`src/rtl/pxc_pkg.sv`:
```
package pxc_pkg;

  // Index width for a table of n entries (at least one bit)
  function automatic int unsigned addr_w(input int unsigned n);
    return (n <= 1) ? 1 : $clog2(n);
  endfunction

  // Control bits that ride next to the stage-1 data
  typedef struct packed {
    logic valid;
    logic miss;
  } stage_ctl_t;

endpackage

```
`src/rtl/pxc_first_hit.sv`:
```
module pxc_first_hit #(
  parameter int unsigned N = 8,
  localparam int unsigned AW = pxc_pkg::addr_w(N)
) (
  input  logic [N-1:0]  req,
  output logic          found,
  output logic [AW-1:0] idx
);

  // Scan from the top so the lowest set index is the last one written
  always_comb begin
    found = 1'b0;
    idx   = '0;
    for (int i = N - 1; i >= 0; i--) begin
      if (req[i]) begin
        found = 1'b1;
        idx   = AW'(i);
      end
    end
  end

endmodule

```
`src/rtl/pxc_tcam.sv`:
```
module pxc_tcam #(
  parameter int unsigned KEY_W = 8,
  parameter int unsigned RES_W = 3,
  parameter int unsigned DEPTH = 8,
  localparam int unsigned AW = pxc_pkg::addr_w(DEPTH)
) (
  input  logic             clk,
  input  logic             rst,
  input  logic             wr_en,
  input  logic [AW-1:0]    wr_addr,
  input  logic             wr_live,
  input  logic [KEY_W-1:0] wr_key,
  input  logic [KEY_W-1:0] wr_care,
  input  logic [RES_W-1:0] wr_res,
  input  logic [KEY_W-1:0] key,
  output logic             hit,
  output logic [RES_W-1:0] res
);

  logic [DEPTH-1:0] live_q;
  logic [KEY_W-1:0] ent_key  [DEPTH];
  logic [KEY_W-1:0] ent_care [DEPTH];
  logic [RES_W-1:0] ent_res  [DEPTH];
  logic [DEPTH-1:0] match;
  logic [AW-1:0]    win_idx;

  // Only the live bits need a reset; the entry body is plain storage
  always_ff @(posedge clk) begin
    if (rst) begin
      live_q <= '0;
    end else if (wr_en) begin
      live_q[wr_addr] <= wr_live;
    end
  end

  always_ff @(posedge clk) begin
    if (wr_en) begin
      ent_key[wr_addr]  <= wr_key & wr_care;
      ent_care[wr_addr] <= wr_care;
      ent_res[wr_addr]  <= wr_res;
    end
  end

  // One comparator per entry
  for (genvar gi = 0; gi < DEPTH; gi++) begin : g_cmp
    assign match[gi] = live_q[gi] && (((key & ent_care[gi]) ^ ent_key[gi]) == '0);
  end

  pxc_first_hit #(.N(DEPTH)) u_pick (
    .req   (match),
    .found (hit),
    .idx   (win_idx)
  );

  assign res = ent_res[win_idx];

endmodule

```
`src/rtl/pxc_xform_stage.sv`:
```
module pxc_xform_stage #(
  parameter int unsigned F1_W    = 8,
  parameter int unsigned F2_W    = 8,
  parameter int unsigned X1_W    = 3,
  parameter int unsigned X2_W    = 3,
  parameter int unsigned X_DEPTH = 8,
  parameter int unsigned TAG_W   = 4,
  localparam int unsigned XAW = pxc_pkg::addr_w(X_DEPTH)
) (
  input  logic                  clk,
  input  logic                  rst,
  input  logic                  pkt_valid,
  input  logic [TAG_W-1:0]      pkt_tag,
  input  logic [F1_W-1:0]       pkt_f1,
  input  logic [F2_W-1:0]       pkt_f2,
  input  logic                  x1_we,
  input  logic [XAW-1:0]        x1_waddr,
  input  logic                  x1_live,
  input  logic [F1_W-1:0]       x1_key,
  input  logic [F1_W-1:0]       x1_care,
  input  logic [X1_W-1:0]       x1_res,
  input  logic                  x2_we,
  input  logic [XAW-1:0]        x2_waddr,
  input  logic                  x2_live,
  input  logic [F2_W-1:0]       x2_key,
  input  logic [F2_W-1:0]       x2_care,
  input  logic [X2_W-1:0]       x2_res,
  output pxc_pkg::stage_ctl_t   s1_ctl,
  output logic [TAG_W-1:0]      s1_tag,
  output logic [X1_W-1:0]       s1_code1,
  output logic [X2_W-1:0]       s1_code2
);

  logic            hit1, hit2;
  logic [X1_W-1:0] code1;
  logic [X2_W-1:0] code2;

  // Each field owns its table and its own key bus
  pxc_tcam #(.KEY_W(F1_W), .RES_W(X1_W), .DEPTH(X_DEPTH)) u_tbl1 (
    .clk     (clk),
    .rst     (rst),
    .wr_en   (x1_we),
    .wr_addr (x1_waddr),
    .wr_live (x1_live),
    .wr_key  (x1_key),
    .wr_care (x1_care),
    .wr_res  (x1_res),
    .key     (pkt_f1),
    .hit     (hit1),
    .res     (code1)
  );

  pxc_tcam #(.KEY_W(F2_W), .RES_W(X2_W), .DEPTH(X_DEPTH)) u_tbl2 (
    .clk     (clk),
    .rst     (rst),
    .wr_en   (x2_we),
    .wr_addr (x2_waddr),
    .wr_live (x2_live),
    .wr_key  (x2_key),
    .wr_care (x2_care),
    .wr_res  (x2_res),
    .key     (pkt_f2),
    .hit     (hit2),
    .res     (code2)
  );

  always_ff @(posedge clk) begin
    if (rst) begin
      s1_ctl <= '0;
    end else begin
      s1_ctl.valid <= pkt_valid;
      s1_ctl.miss  <= pkt_valid & ~(hit1 & hit2);
    end
  end

  always_ff @(posedge clk) begin
    s1_tag   <= pkt_tag;
    s1_code1 <= code1;
    s1_code2 <= code2;
  end

endmodule

```
`src/rtl/pxc_classifier.sv`:
```
module pxc_classifier #(
  parameter int unsigned F1_W    = 8,
  parameter int unsigned F2_W    = 8,
  parameter int unsigned X1_W    = 3,
  parameter int unsigned X2_W    = 3,
  parameter int unsigned DEC_W   = 6,
  parameter int unsigned X_DEPTH = 8,
  parameter int unsigned C_DEPTH = 16,
  parameter int unsigned TAG_W   = 4,
  parameter logic [DEC_W-1:0] DEFAULT_DEC = '0,
  localparam int unsigned XAW  = pxc_pkg::addr_w(X_DEPTH),
  localparam int unsigned CAW  = pxc_pkg::addr_w(C_DEPTH),
  localparam int unsigned CK_W = X1_W + X2_W
) (
  input  logic             clk,
  input  logic             rst,
  input  logic             pkt_valid,
  input  logic [TAG_W-1:0] pkt_tag,
  input  logic [F1_W-1:0]  pkt_f1,
  input  logic [F2_W-1:0]  pkt_f2,
  input  logic             x1_we,
  input  logic [XAW-1:0]   x1_waddr,
  input  logic             x1_live,
  input  logic [F1_W-1:0]  x1_key,
  input  logic [F1_W-1:0]  x1_care,
  input  logic [X1_W-1:0]  x1_res,
  input  logic             x2_we,
  input  logic [XAW-1:0]   x2_waddr,
  input  logic             x2_live,
  input  logic [F2_W-1:0]  x2_key,
  input  logic [F2_W-1:0]  x2_care,
  input  logic [X2_W-1:0]  x2_res,
  input  logic             cl_we,
  input  logic [CAW-1:0]   cl_waddr,
  input  logic             cl_live,
  input  logic [CK_W-1:0]  cl_key,
  input  logic [CK_W-1:0]  cl_care,
  input  logic [DEC_W-1:0] cl_res,
  output logic             dec_valid,
  output logic [TAG_W-1:0] dec_tag,
  output logic [DEC_W-1:0] dec_value,
  output logic             dec_miss
);

  pxc_pkg::stage_ctl_t s1_ctl;
  logic [TAG_W-1:0]    s1_tag;
  logic [X1_W-1:0]     s1_code1;
  logic [X2_W-1:0]     s1_code2;
  logic                cl_hit;
  logic [DEC_W-1:0]    cl_dec;
  logic                any_miss;

  pxc_xform_stage #(
    .F1_W(F1_W), .F2_W(F2_W), .X1_W(X1_W), .X2_W(X2_W),
    .X_DEPTH(X_DEPTH), .TAG_W(TAG_W)
  ) u_stage1 (
    .clk       (clk),
    .rst       (rst),
    .pkt_valid (pkt_valid),
    .pkt_tag   (pkt_tag),
    .pkt_f1    (pkt_f1),
    .pkt_f2    (pkt_f2),
    .x1_we     (x1_we),
    .x1_waddr  (x1_waddr),
    .x1_live   (x1_live),
    .x1_key    (x1_key),
    .x1_care   (x1_care),
    .x1_res    (x1_res),
    .x2_we     (x2_we),
    .x2_waddr  (x2_waddr),
    .x2_live   (x2_live),
    .x2_key    (x2_key),
    .x2_care   (x2_care),
    .x2_res    (x2_res),
    .s1_ctl    (s1_ctl),
    .s1_tag    (s1_tag),
    .s1_code1  (s1_code1),
    .s1_code2  (s1_code2)
  );

  // Stage two: code1 occupies the upper half of the key
  pxc_tcam #(.KEY_W(CK_W), .RES_W(DEC_W), .DEPTH(C_DEPTH)) u_cls (
    .clk     (clk),
    .rst     (rst),
    .wr_en   (cl_we),
    .wr_addr (cl_waddr),
    .wr_live (cl_live),
    .wr_key  (cl_key),
    .wr_care (cl_care),
    .wr_res  (cl_res),
    .key     ({s1_code1, s1_code2}),
    .hit     (cl_hit),
    .res     (cl_dec)
  );

  assign any_miss = s1_ctl.miss | ~cl_hit;

  always_ff @(posedge clk) begin
    if (rst) begin
      dec_valid <= 1'b0;
      dec_miss  <= 1'b0;
    end else begin
      dec_valid <= s1_ctl.valid;
      dec_miss  <= s1_ctl.valid & any_miss;
    end
  end

  always_ff @(posedge clk) begin
    dec_tag   <= s1_tag;
    dec_value <= any_miss ? DEFAULT_DEC : cl_dec;
  end

endmodule

```
`config.mk`:
```
export PLATFORM = sky130hd
export DESIGN_NAME = pxc_classifier
export DESIGN_NICKNAME = d
export VERILOG_FILES = /design/src/rtl/pxc_pkg.sv /design/src/rtl/pxc_first_hit.sv /design/src/rtl/pxc_tcam.sv /design/src/rtl/pxc_xform_stage.sv /design/src/rtl/pxc_classifier.sv
export SDC_FILE = /design/constraint.sdc
export NUM_CORES = 1
export LEC_CHECK = 0
export BUFFER_PORTS_ARGS = -buffer_cell sky130_fd_sc_hd__buf_2
export CAP_MARGIN = 40
export CORE_ASPECT_RATIO = 0.5
export CORE_MARGIN = 2
export CORE_UTILIZATION = 60
export DETAILED_ROUTE_END_ITERATION = 7
export GPL_TIMING_DRIVEN = 0
export PLACE_DENSITY = 0.88
export SYNTH_ARGS = -nofsm -noshare
export SYNTH_HDL_FRONTEND = slang
export SYNTH_HIERARCHICAL = 1
export SYNTH_SLANG_ARGS = --single-unit
```
`constraint.sdc`:
```
create_clock -name clk -period 3.6 [get_ports clk]
set_input_delay 0.72 -clock clk [delete_from_list [all_inputs] [get_ports clk]]
set_output_delay 0.72 -clock clk [all_outputs]
set_load 0.02 [all_outputs]
```
==> results of run 1 <==
## layer usage
metal,vias to the layer above,GRT usage (%),wire [µm]
met2,1549,50.0,31600
met1,7598,37.7,21800
met4,2,14.6,4060
li1,6366,-,-
met5,-,0,12
met3,383,6.50,8260
## cell type report
| class | instances | area [µm²] | area share (%) |
|---|---|---|---|
| multi-input combinational | 861 | 6050 | 21.0 |
| clock inverter | 25 | 325 | 1.13 |
| sequential | 648 | 18900 | 65.5 |
| antenna | 2 | 5.00 | 0.0173 |
| tap | 540 | 676 | 2.34 |
| clock buffer | 75 | 1500 | 5.20 |
| timing repair buffer | 136 | 1040 | 3.59 |
| inverter | 5 | 18.8 | 0.0650 |
| buffer | 50 | 352 | 1.22 |
## sequential cells by signal (all words and copies together), names as in the netlist, 6 cells and up
| signal | flops |
|---|---|
| dec_value | 6 |
| u_cls/ent_care | 96 |
| u_cls/ent_key | 96 |
| u_cls/ent_res | 96 |
| u_cls/live_q | 16 |
| u_stage1/u_tbl1/ent_care | 64 |
| u_stage1/u_tbl1/ent_key | 64 |
| u_stage1/u_tbl1/ent_res | 24 |
| u_stage1/u_tbl1/live_q | 8 |
| u_stage1/u_tbl2/ent_care | 64 |
| u_stage1/u_tbl2/ent_key | 64 |
| u_stage1/u_tbl2/ent_res | 24 |
| u_stage1/u_tbl2/live_q | 8 |
## report_power, final
part           switching [W]  internal [W]  leakage, nW
clock                0.00274       0.00343        0.881
combinational       0.000437      0.000181         2.97
sequential         0.0000849       0.00840         5.59
## cells in the mapped netlist (2+ instances only)
master	count	area share (%)
buf_1	4	0.060
o21ai_0	48	0.96
mux4_1	24	2.5
edfxtp_1	592	71
and2_1	29	0.73
o22ai_1	18	0.45
buf_2	2	0.040
and3_1	83	2.1
dfxtp_1	56	4.5
nor2b_1	10	0.25
nor2b_4	3	0.17
nor3_1	22	0.44
buf_6	6	0.27
nand3b_1	2	0.060
clkbuf_1	38	0.57
o21bai_1	2	0.060
a21oi_1	115	2.3
mux4_2	12	1.1
nand2b_1	8	0.20
o221ai_1	15	0.53
mux2i_1	4	0.16
nand3_1	30	0.60
xnor2_1	31	1.1
nor3b_1	2	0.060
and3b_1	2	0.070
nand2_1	173	2.6
a211oi_1	2	0.060
mux2_2	6	0.27
nor4_1	18	0.45
a22oi_1	12	0.36
nand4_1	21	0.53
nor2_1	45	0.68
xor2_1	112	3.9
o41ai_1	2	0.070
nor4_2	4	0.20
inv_1	5	0.075
## through the flow
stage	instances	setup TNS [ps]	util [%]
3_3_place_gp	2195	-18300	64.0
3_5_place_dp	2233	-6000	65.5
4_1_cts	2336	0	70.6
6_report	2342	-300	70.9
2_1_floorplan	1566	0	-
5_1_grt	2342	-167	70.9
## kinds of logic after synthesis
logic type	synth area share, %
flip-flops	75.7
AND/OR/NAND/NOR	9.18
AO/OA/AOI/OAI	4.94
XOR/XNOR	5.02
buffers and inverters	1.07
multiplexers	4.04
## timing repair
action / in CTS / in global routing
pin swaps: 4 / 4
resized for setup: 58 / 30
setup buffers: 5 / 4
setup endpoints to repair: 6 / 6
## worst max-delay path, cell delays in order (launching register included)
cell and delay [ps]:
dfxtp_2 480, clkbuf_8 250, nand2_1 120, xnor2_1 220, nor4_2 280, buf_4 180, nor2_1 80, nor3_1 240
o31ai_1 120, a31oi_1 280, clkbuf_4 270, buf_6 180, mux4_2 390, a22oi_2 260, nand2_1 100, and2_1 160
## worst max-delay path by stage
stage                               from      endpoint  slack (ps)  cells past startpoint
floorplan           u_stage1/s1_code2[2]  dec_value[4]         340                     15
global placement    u_stage1/s1_code2[2]  dec_value[0]        -670                     15
detailed placement  u_stage1/s1_code2[2]  dec_value[4]        -890                     15
CTS                 u_stage1/s1_code1[1]  dec_value[4]           2                     13
global route        u_stage1/s1_code1[1]  dec_value[4]         -90                     15
finish              u_stage1/s1_code1[1]  dec_value[4]        -110                     15
==> results.md, run 1 <==
* Outcome: finished with violations
* Violated checks: design-rule violations, negative setup slack
* Final Max Slew Viols at 0
* EDFF count, synth at 592
* Largest net degree at the start of global routing at 19
* DR vias at 15.9k
* Yosys cell types at 44
* RSZ-0062 raised after global routing: true
* CTS tree: built
* Drt initial violations at 2834
* Root buf cell: clkbuf_16
* Clock buffer depth at 3
* # DRC at 1
* Avg Inst Size Synth at 15.9 µm²
* Fill count at 2196
* Pre-CTS WS at -894 ps
* Final Instance Area at 28900 µm²
* Worst-margin pin slew at 915 ps
* Relative slew slack at 38.8%
* Final Hold Fails at 0
* Antenna Nets Post-Route at 0
* Sequential area share after synthesis at 75.7%
* Port Buffer Count at 89
* Max Clock Freq at 0.269 GHz
* CTS sink count at 648
* Hold Path Origin: pkt_tag[1]
* Peak VDD IR at 0.365 mV
* Reg-to-reg critical path endpoint: dec_value[4]
* Leakage at 9.43 nW
* Clock latency on the worst-skew pair at 610 ps
* Post-synth top flop: edfxtp_1
* Die footprint at 43300 µm²
* Fin nets at 1850
* Post-Syn Nets at 1661
* Min-Delay Endpoint: u_stage1/s1_tag[1]
* First-pass GRT wire length at 95800 µm
* R2R cell count at 15
* Num rows at 52
* Worst endpoint required time at 4080 ps
* Synth Instances at 1566
* Routed WL at 65600 µm
* Number of synthesized register bits at 648
* Initial Utilization at 61.3%
* Total chip power at 0.0153 W
* Ys async rst share at 0%
* CTS buffer count at 53
* Top Ports at 107
* GRT Total Usage at 29.9%
* Setup Skew at 23.3 ps
* Post-DP Area at 26700 µm²
* Syn Std Cell Area at 24900 µm²
* Initial antenna violation count at 3
* Critical path fanouts, max at 10
* Clk pin slew, worst setup/hold paths at 70 ps
* Final Worst Setup Slack at -115 ps
* Tmin final at 3710 ps
* Synth Warn # at 6
* CP endpoint kind: flop
* TritonRoute pass-1 iters at 8
* Vias in the first global route at 15.6k
* Share of layout cells above drive strength 1 at 18.7%
* Hold_buf cts at 0
* Placer Congestion at 0.917
* Max-cap violations at 0
* WS Path Type: flop to flop
* Crit share post-route at 103%
* # setup viols final at 5
* Die height at 148 µm
* Hold path cells at 1
* Post-DR wirelength/cell at 28.0 µm
* GR Overflow Total at 0
* Power Dens Cells at 529 nW/µm²
* Arr. time, crit path at 4200 ps
* Die X at 292 µm
* Worst Setup Start Kind: flop
* Core region area at 40700 µm²
* Commonest non-fill, non-tap cells in the layout: edfxtp_1 (592), nand2_1 (173), a21oi_1 (114)
* Commonest non-fill, non-tap cell in the layout: edfxtp_1
* HPWL after DPL at 37000 µm
* H-tree lvl count at 2
* Vias per cell at 6.79
* FF-to-FF Start: u_stage1/s1_code1[1]
* Area delta synth->final at 15.8%
* Tightest Hold Check Type: input port to flop
* Hold WS at 228 ps
* Reg2reg setup slack at -110 ps
Power figures use the tool's default switching activity.
==> inputs of run 2 (changes only) <==
- ABC_AREA: not set -> 1
- MAX_ROUTING_LAYER: not set -> met4
==> run 2 against run 1 <==
Compared with the run above:
- the run now ends clean
- maximum frequency grew 5.1%
- sequential power about the same
- clock power fell by 6.5%
- combinational power grew 10%
- hold slack better by 10 ps
- area after synthesis rose by 6.4%
- clock skew is 11 ps lower
- worst setup slack better by 180 ps
- non-clock buffer count is 2 higher
- critical endpoint is now dec_value[0]
- highest routed layer is now met4
==> results.md, run 2 <==
* Outcome: completed
* Peak VDD IR at 0.310 mV
* Synth Instances at 2376
* Routed WL at 66400 µm
* Area leader, netlist: edfxtp_1
* Leading registers by flop count: u_cls/ent_care x96, u_cls/ent_key x96, u_cls/ent_res x96
* TritonRoute pass-1 iters at 7
* Die footprint at 46000 µm²
* GR Overflow Total at 0
* Yosys cell types at 37
* Synth Warn # at 6
* Leakage at 11.8 nW
* Post-synth top flop: edfxtp_1
* Arr. time, crit path at 4010 ps
* CP max stage delay at 350 ps
* WS Path Type: flop to flop
* Max-cap violations at 0
* Critical path fanouts, max at 10
* Commonest non-fill, non-tap cells in the layout: nand2_1 (670), edfxtp_1 (592), inv_1 (266)
* Clock latency on the worst-skew pair at 590 ps
* Worst Setup Start Kind: flop
* Setup Skew at 11.8 ps
* Post-DR wirelength/cell at 20.8 µm
* Final Worst Setup Slack at 65.1 ps
* CTS buffer count at 54
* Root buf cell: clkbuf_16
* Largest delay contributor family on the critical path: simple AND/OR/NAND/NOR gates
* Post-Syn Nets at 2471
* CTS tree: built
* Initial Utilization at 60.9%
* # DRC at 0
* EDFF count, synth at 592
* H-tree lvl count at 2
* Buf/Inv on CP at 5
* Area delta synth->final at 13.5%
* GRT Total Usage at 29.6%
* CP dominant cell by count: nand2_1
* Clock buffer depth at 3
* Fin nets at 2656
* Most frequent cell after synthesis: nand2_1
* Tmin final at 3530 ps
* CTS sink count at 648
* Most frequent cells after synthesis: nand2_1 (670), edfxtp_1 (592), inv_1 (267), nor2_1 (211), nand3_1 (197)
* Placer Congestion at 0.900
* Clk pin slew, worst setup/hold paths at 70 ps
* Final Max Slew Viols at 0
* Syn Std Cell Area at 26500 µm²
* DR vias at 18.8k
* Largest net degree at the start of global routing at 20
* Commonest non-fill, non-tap cell in the layout: nand2_1
* Top cell type's share of synthesized area at 67.0%
* HPWL after DPL at 42000 µm
* First-pass GRT wire length at 101000 µm
* Die height at 153 µm
* Avg Inst Size Synth at 11.2 µm²
* Max Clock Freq at 0.283 GHz
* Core region area at 43600 µm²
* Worst-margin pin slew at 994 ps
* Vias per cell at 5.88
* Crit share post-route at 98.2%
* CP endpoint kind: flop
* Area contributors post-synth: edfxtp_1 (67%), nand2_1 (9.5%), dfxtp_1 (4.2%)
* Relative slew slack at 33.2%
* Initial antenna violation count at 3
* Num rows at 54
* Pre-CTS WS at -78.8 ps
* Ys async rst share at 0%
* Antenna Nets Post-Route at 0
* TNS Setup at 0 ps
* Slowest CP cell: dfxtp_1
* Worst endpoint required time at 4070 ps
* Final core occ at 69.1%
* Top Ports at 107
* Number of synthesized register bits at 648
* Vias in the first global route at 19.0k
* # setup viols final at 0
* Sequential area share after synthesis at 71.2%
* Drt initial violations at 2776
* Die X at 301 µm
* Tightest Hold Check Type: input port to flop
* Share of layout cells above drive strength 1 at 12.0%
* Port Buffer Count at 99
* Power Dens Cells at 496 nW/µm²
* Fill count at 2616
* Final Hold Fails at 0
==> run 2: cell count changes after synthesis, sizes merged, moves of 34 or more <==
cell    change
o21ai      +40
a21oi      -46
nand2     +499
xor2       -78
mux4       -36
nor2      +171
nand3     +167
inv       +269
and3       -83
clkbuf     -34
buf        +41
==> run 2: per-layer routing <==
| metal | share of wire (%) | global-route usage [%] | up-vias |
|---|---|---|---|
| met1 | 35 | 36.4 | 8814 |
| met3 | 12 | 5.60 | 280 |
| met4 | 4.9 | 13.9 | 0 |
| li1 | - | - | 8326 |
| met2 | 48 | 47.8 | 1357 |
| met5 | 0 | - | - |
==> run 2: power by group <==
part	switching [W]	leakage (nW)	internal, W
Sequential	0.0000770	5.59	0.00841
Combinational	0.000492	5.35	0.000190
Clock	0.00262	0.831	0.00315
Total	0.00319	11.8	0.0118
==> run 2: final cells by class <==
type | count | area, µm² | share of cell area [%]
Antenna cell | 3 | 7.51 | 0.0249
Buffer | 59 | 423 | 1.40
Clock buffer | 71 | 1470 | 4.87
Clock inverter | 26 | 236 | 0.785
Inverter | 274 | 1030 | 3.43
Multi-Input combinational cell | 1395 | 6340 | 21.1
Sequential cell | 648 | 18900 | 62.8
Tap cell | 588 | 736 | 2.44
Timing Repair Buffer | 129 | 965 | 3.20
==> run 2: worst paths after layout <==
kind / from / to / slack [ps] / cells past startpoint
max: u_stage1/s1_code2[2] / dec_value[0] / 70 / 28
min reg2reg: u_stage1/s1_tag[3] / dec_tag[3] / 330 / 0
max reg2reg: u_stage1/s1_code2[2] / dec_value[0] / 70 / 28
min: pkt_tag[1] / u_stage1/s1_tag[1] / 240 / 1
==> run 2: repair_timing <==
item,in CTS,in global routing
setup buffers,0,1
hold buffers,0,0
pin swaps,0,2
endpoints found under the setup margin,6,6
gates resized for setup,9,29
==> run 2: cells by family (layout without fill, tap and decap cells) <==
| logic type | after synthesis | in the layout | share of synthesized area (%) |
|---|---|---|---|
| and+or+nand+nor | 1156 | 1156 | 18.0 |
| AOI/OAI and AO/OA | 193 | 193 | 3.99 |
| DFF | 648 | 648 | 71.2 |
| other | 0 | 3 | 0 |
| xor gates and xnor gates | 46 | 46 | 1.52 |
| buffers and inverters | 333 | 559 | 5.24 |
==> run 2: worst reg2reg max path, delay by kind of cell, from the launching register on <==
kind | cells | cell delay (ps)
buffers and inverters | 5 | 800
flip-flops | 1 | 350
AND/OR/NAND/NOR | 21 | 1870
AO/OA/AOI/OAI | 1 | 230
XOR/XNOR | 1 | 200
==> run 2: per-stage QoR <==
step	hold WS, ps	instance area (µm²)	power [W]	instances
final	238	30100	0.0149	3193
after global routing	216	30100	0.0153	3193
after CTS	213	30000	0.0149	3189
after detailed placement	317	28300	0.00929	3092
after global placement	311	27800	0.00921	3063
after floorplan	310	26500	0.00895	2376
==> inputs of run 3 (changes only) <==
- CORE_MARGIN: 2 -> 1.5
- CORE_UTILIZATION: 60 -> 35
- PLACE_DENSITY: 0.88 -> 0.6
==> run 3 against run 2 <==
Compared with the run above:
- register-to-register slack better by 220 ps
- wire length down 6.1%
- cell area grew 3.3%
- largest cell class unchanged
==> results.md, run 3 (same netlist as run 2, synthesis figures left out) <==
* Fin nets at 2666
* CP dominant cell by count: nand2_1
* CP endpoint kind: flop
* Hold_buf cts at 0
* Largest delay contributor family on the critical path: simple AND/OR/NAND/NOR gates
* CP max stage delay at 450 ps
* Routed WL at 62300 µm
* # DRC at 0
* Vias per cell at 4.68
* Clock latency on the worst-skew pair at 630 ps
* CTS buffer count at 61
* Reg2reg setup slack at 290 ps
* HPWL after DPL at 41700 µm
* Largest net degree at the start of global routing at 20
* Commonest non-fill, non-tap cell in the layout: nand2_1
* DR vias at 17.1k
* CTS sink count at 648
* Num rows at 71
* Port Buffer Count at 99
* TritonRoute pass-1 iters at 5
* Initial Utilization at 35.4%
* GR Overflow Total at 0
* Worst-margin pin slew at 850 ps
* Tightest Hold Check Type: input port to flop
* Max Clock Freq at 0.302 GHz
* Commonest non-fill, non-tap cells in the layout: nand2_1 (670), edfxtp_1 (592), inv_1 (266)
* Top Ports at 107
* Buf/Inv on CP at 5
* Post-DR wirelength/cell at 17.1 µm
* Fill count at 6949
* Final Hold Fails at 0
* Max-cap violations at 0
* Core region area at 75100 µm²
* Die X at 392 µm
* Routing usage on met3 at 2.29%
* Cell Count, Final, Fillers Out at 3647
* Final Max Slew Viols at 0
* CTS tree: built
* Outcome: completed
* Critical path fanouts, max at 10
* Final core occ at 41.4%
* Clock buffer depth at 3
* Initial antenna violation count at 4
* Die footprint at 77600 µm²
* Hold WS at 193 ps
* Crit share post-route at 92.1%
* Slowest CP cell: dfxtp_4
* Clk pin slew, worst setup/hold paths at 60 ps
* Antenna Nets Post-Route at 0
* H-tree lvl count at 2
* Worst endpoint required time at 4160 ps
* Drt initial violations at 1395
* Global Route met2 Usage at 26.8%
* Worst Setup Start Kind: flop
* WS Path Type: flop to flop
* Relative slew slack at 43.3%
* Grt met1 use at 21.6%
* Tmin final at 3310 ps
* Placer Congestion at 0.858
* Share of layout cells above drive strength 1 at 12.5%
* Setup Skew at 16.6 ps
* Area delta synth->final at 17.2%
* Inst Count DP at 3527
* Peak VDD IR at 0.432 mV
* # setup viols final at 0
* Die height at 198 µm
* Vias in the first global route at 15.9k
* Leading registers by flop count: u_cls/ent_care x96, u_cls/ent_key x96, u_cls/ent_res x96
* GRT busiest layer: met2
* GRT Total Usage at 16.4%
* Arr. time, crit path at 3870 ps
* First-pass GRT wire length at 93300 µm
* Leakage at 12.0 nW
* Root buf cell: clkbuf_16
* Power Dens Cells at 508 nW/µm²
run 3: changes by cell type in the layout (fill, tap and decap cells not counted), moves of 2 or more:
cell / before / now
buf_16: 3 / 5
clkinvlp_4: 4 / 2
clkbuf_4: 2 / 0
clkbuf_16: 55 / 63
buf_2: 118 / 120
bufinv_16: 4 / 9
buf_12: 0 / 2
clkbuf_1: 16 / 23
clkbuf_8: 3 / 5
run 3: layout make-up:
type                            count  area (µm²)  area share [%]
Sequential cell                   648       18900            60.8
Antenna cell                        2        5.00          0.0161
Clock buffer                       88        1720            5.53
Inverter                          274        1030            3.32
Timing Repair Buffer              132        1030            3.30
Clock inverter                     27         359            1.15
Tap cell                         1022        1280            4.11
Multi-Input combinational cell   1395        6340            20.4
Buffer                             59         443            1.42
run 3: worst reg2reg max path, delay by kind of cell (launching register included):
family / cells / cell delay [ps]
buffers and inverters: 5 / 650
DFF: 1 / 450
AOI/OAI and AO/OA: 2 / 380
and+or+nand+nor: 22 / 1760
run 3: path summary, 6_finish.rpt:
| kind | start | end | depth (start not counted) |
|---|---|---|---|
| worst max-delay path | u_stage1/s1_code1[2] | dec_value[5] | 29 |
| worst min-delay path | pkt_tag[3] | u_stage1/s1_tag[3] | 1 |
| worst max register to register | u_stage1/s1_code1[2] | dec_value[5] | 29 |
| worst min register to register | u_stage1/s1_tag[1] | dec_tag[1] | 0 |
run 3: what timing repair did:
action                                  CTS  global route
buffers inserted                          0             3
pin swaps                                 0             4
resized for setup                         6            40
endpoints found under the setup margin    6             6
run 3: through the flow:
step	area (µm²)	worst slack [ps]	TNS, ps	total power, W
detailed placement	28900	-146	-807	0.00930
floorplan	26500	966	0	0.00895
CTS	31000	37.2	0	0.0160
finish	31100	286	0	0.0158
global route	31100	-8.96	-12.7	0.0163
global placement	28300	-118	-683	0.00925
run 3: power by group:
| group | switching, W | internal [W] | total (W) | leakage, nW |
|---|---|---|---|---|
| sequential | 0.0000674 | 0.00841 | 0.00848 | 5.59 |
| clock | 0.00272 | 0.00395 | 0.00667 | 1.02 |
| combinational | 0.000470 | 0.000195 | 0.000665 | 5.38 |
run 3: metal layers:
layer	share of wire (%)	vias to the layer above	wire length, µm
met5	0	-	0
met1	44	8193	27700
met4	2.3	0	1430
met3	5.6	99	3490
li1	-	8369	-
met2	48	401	29700
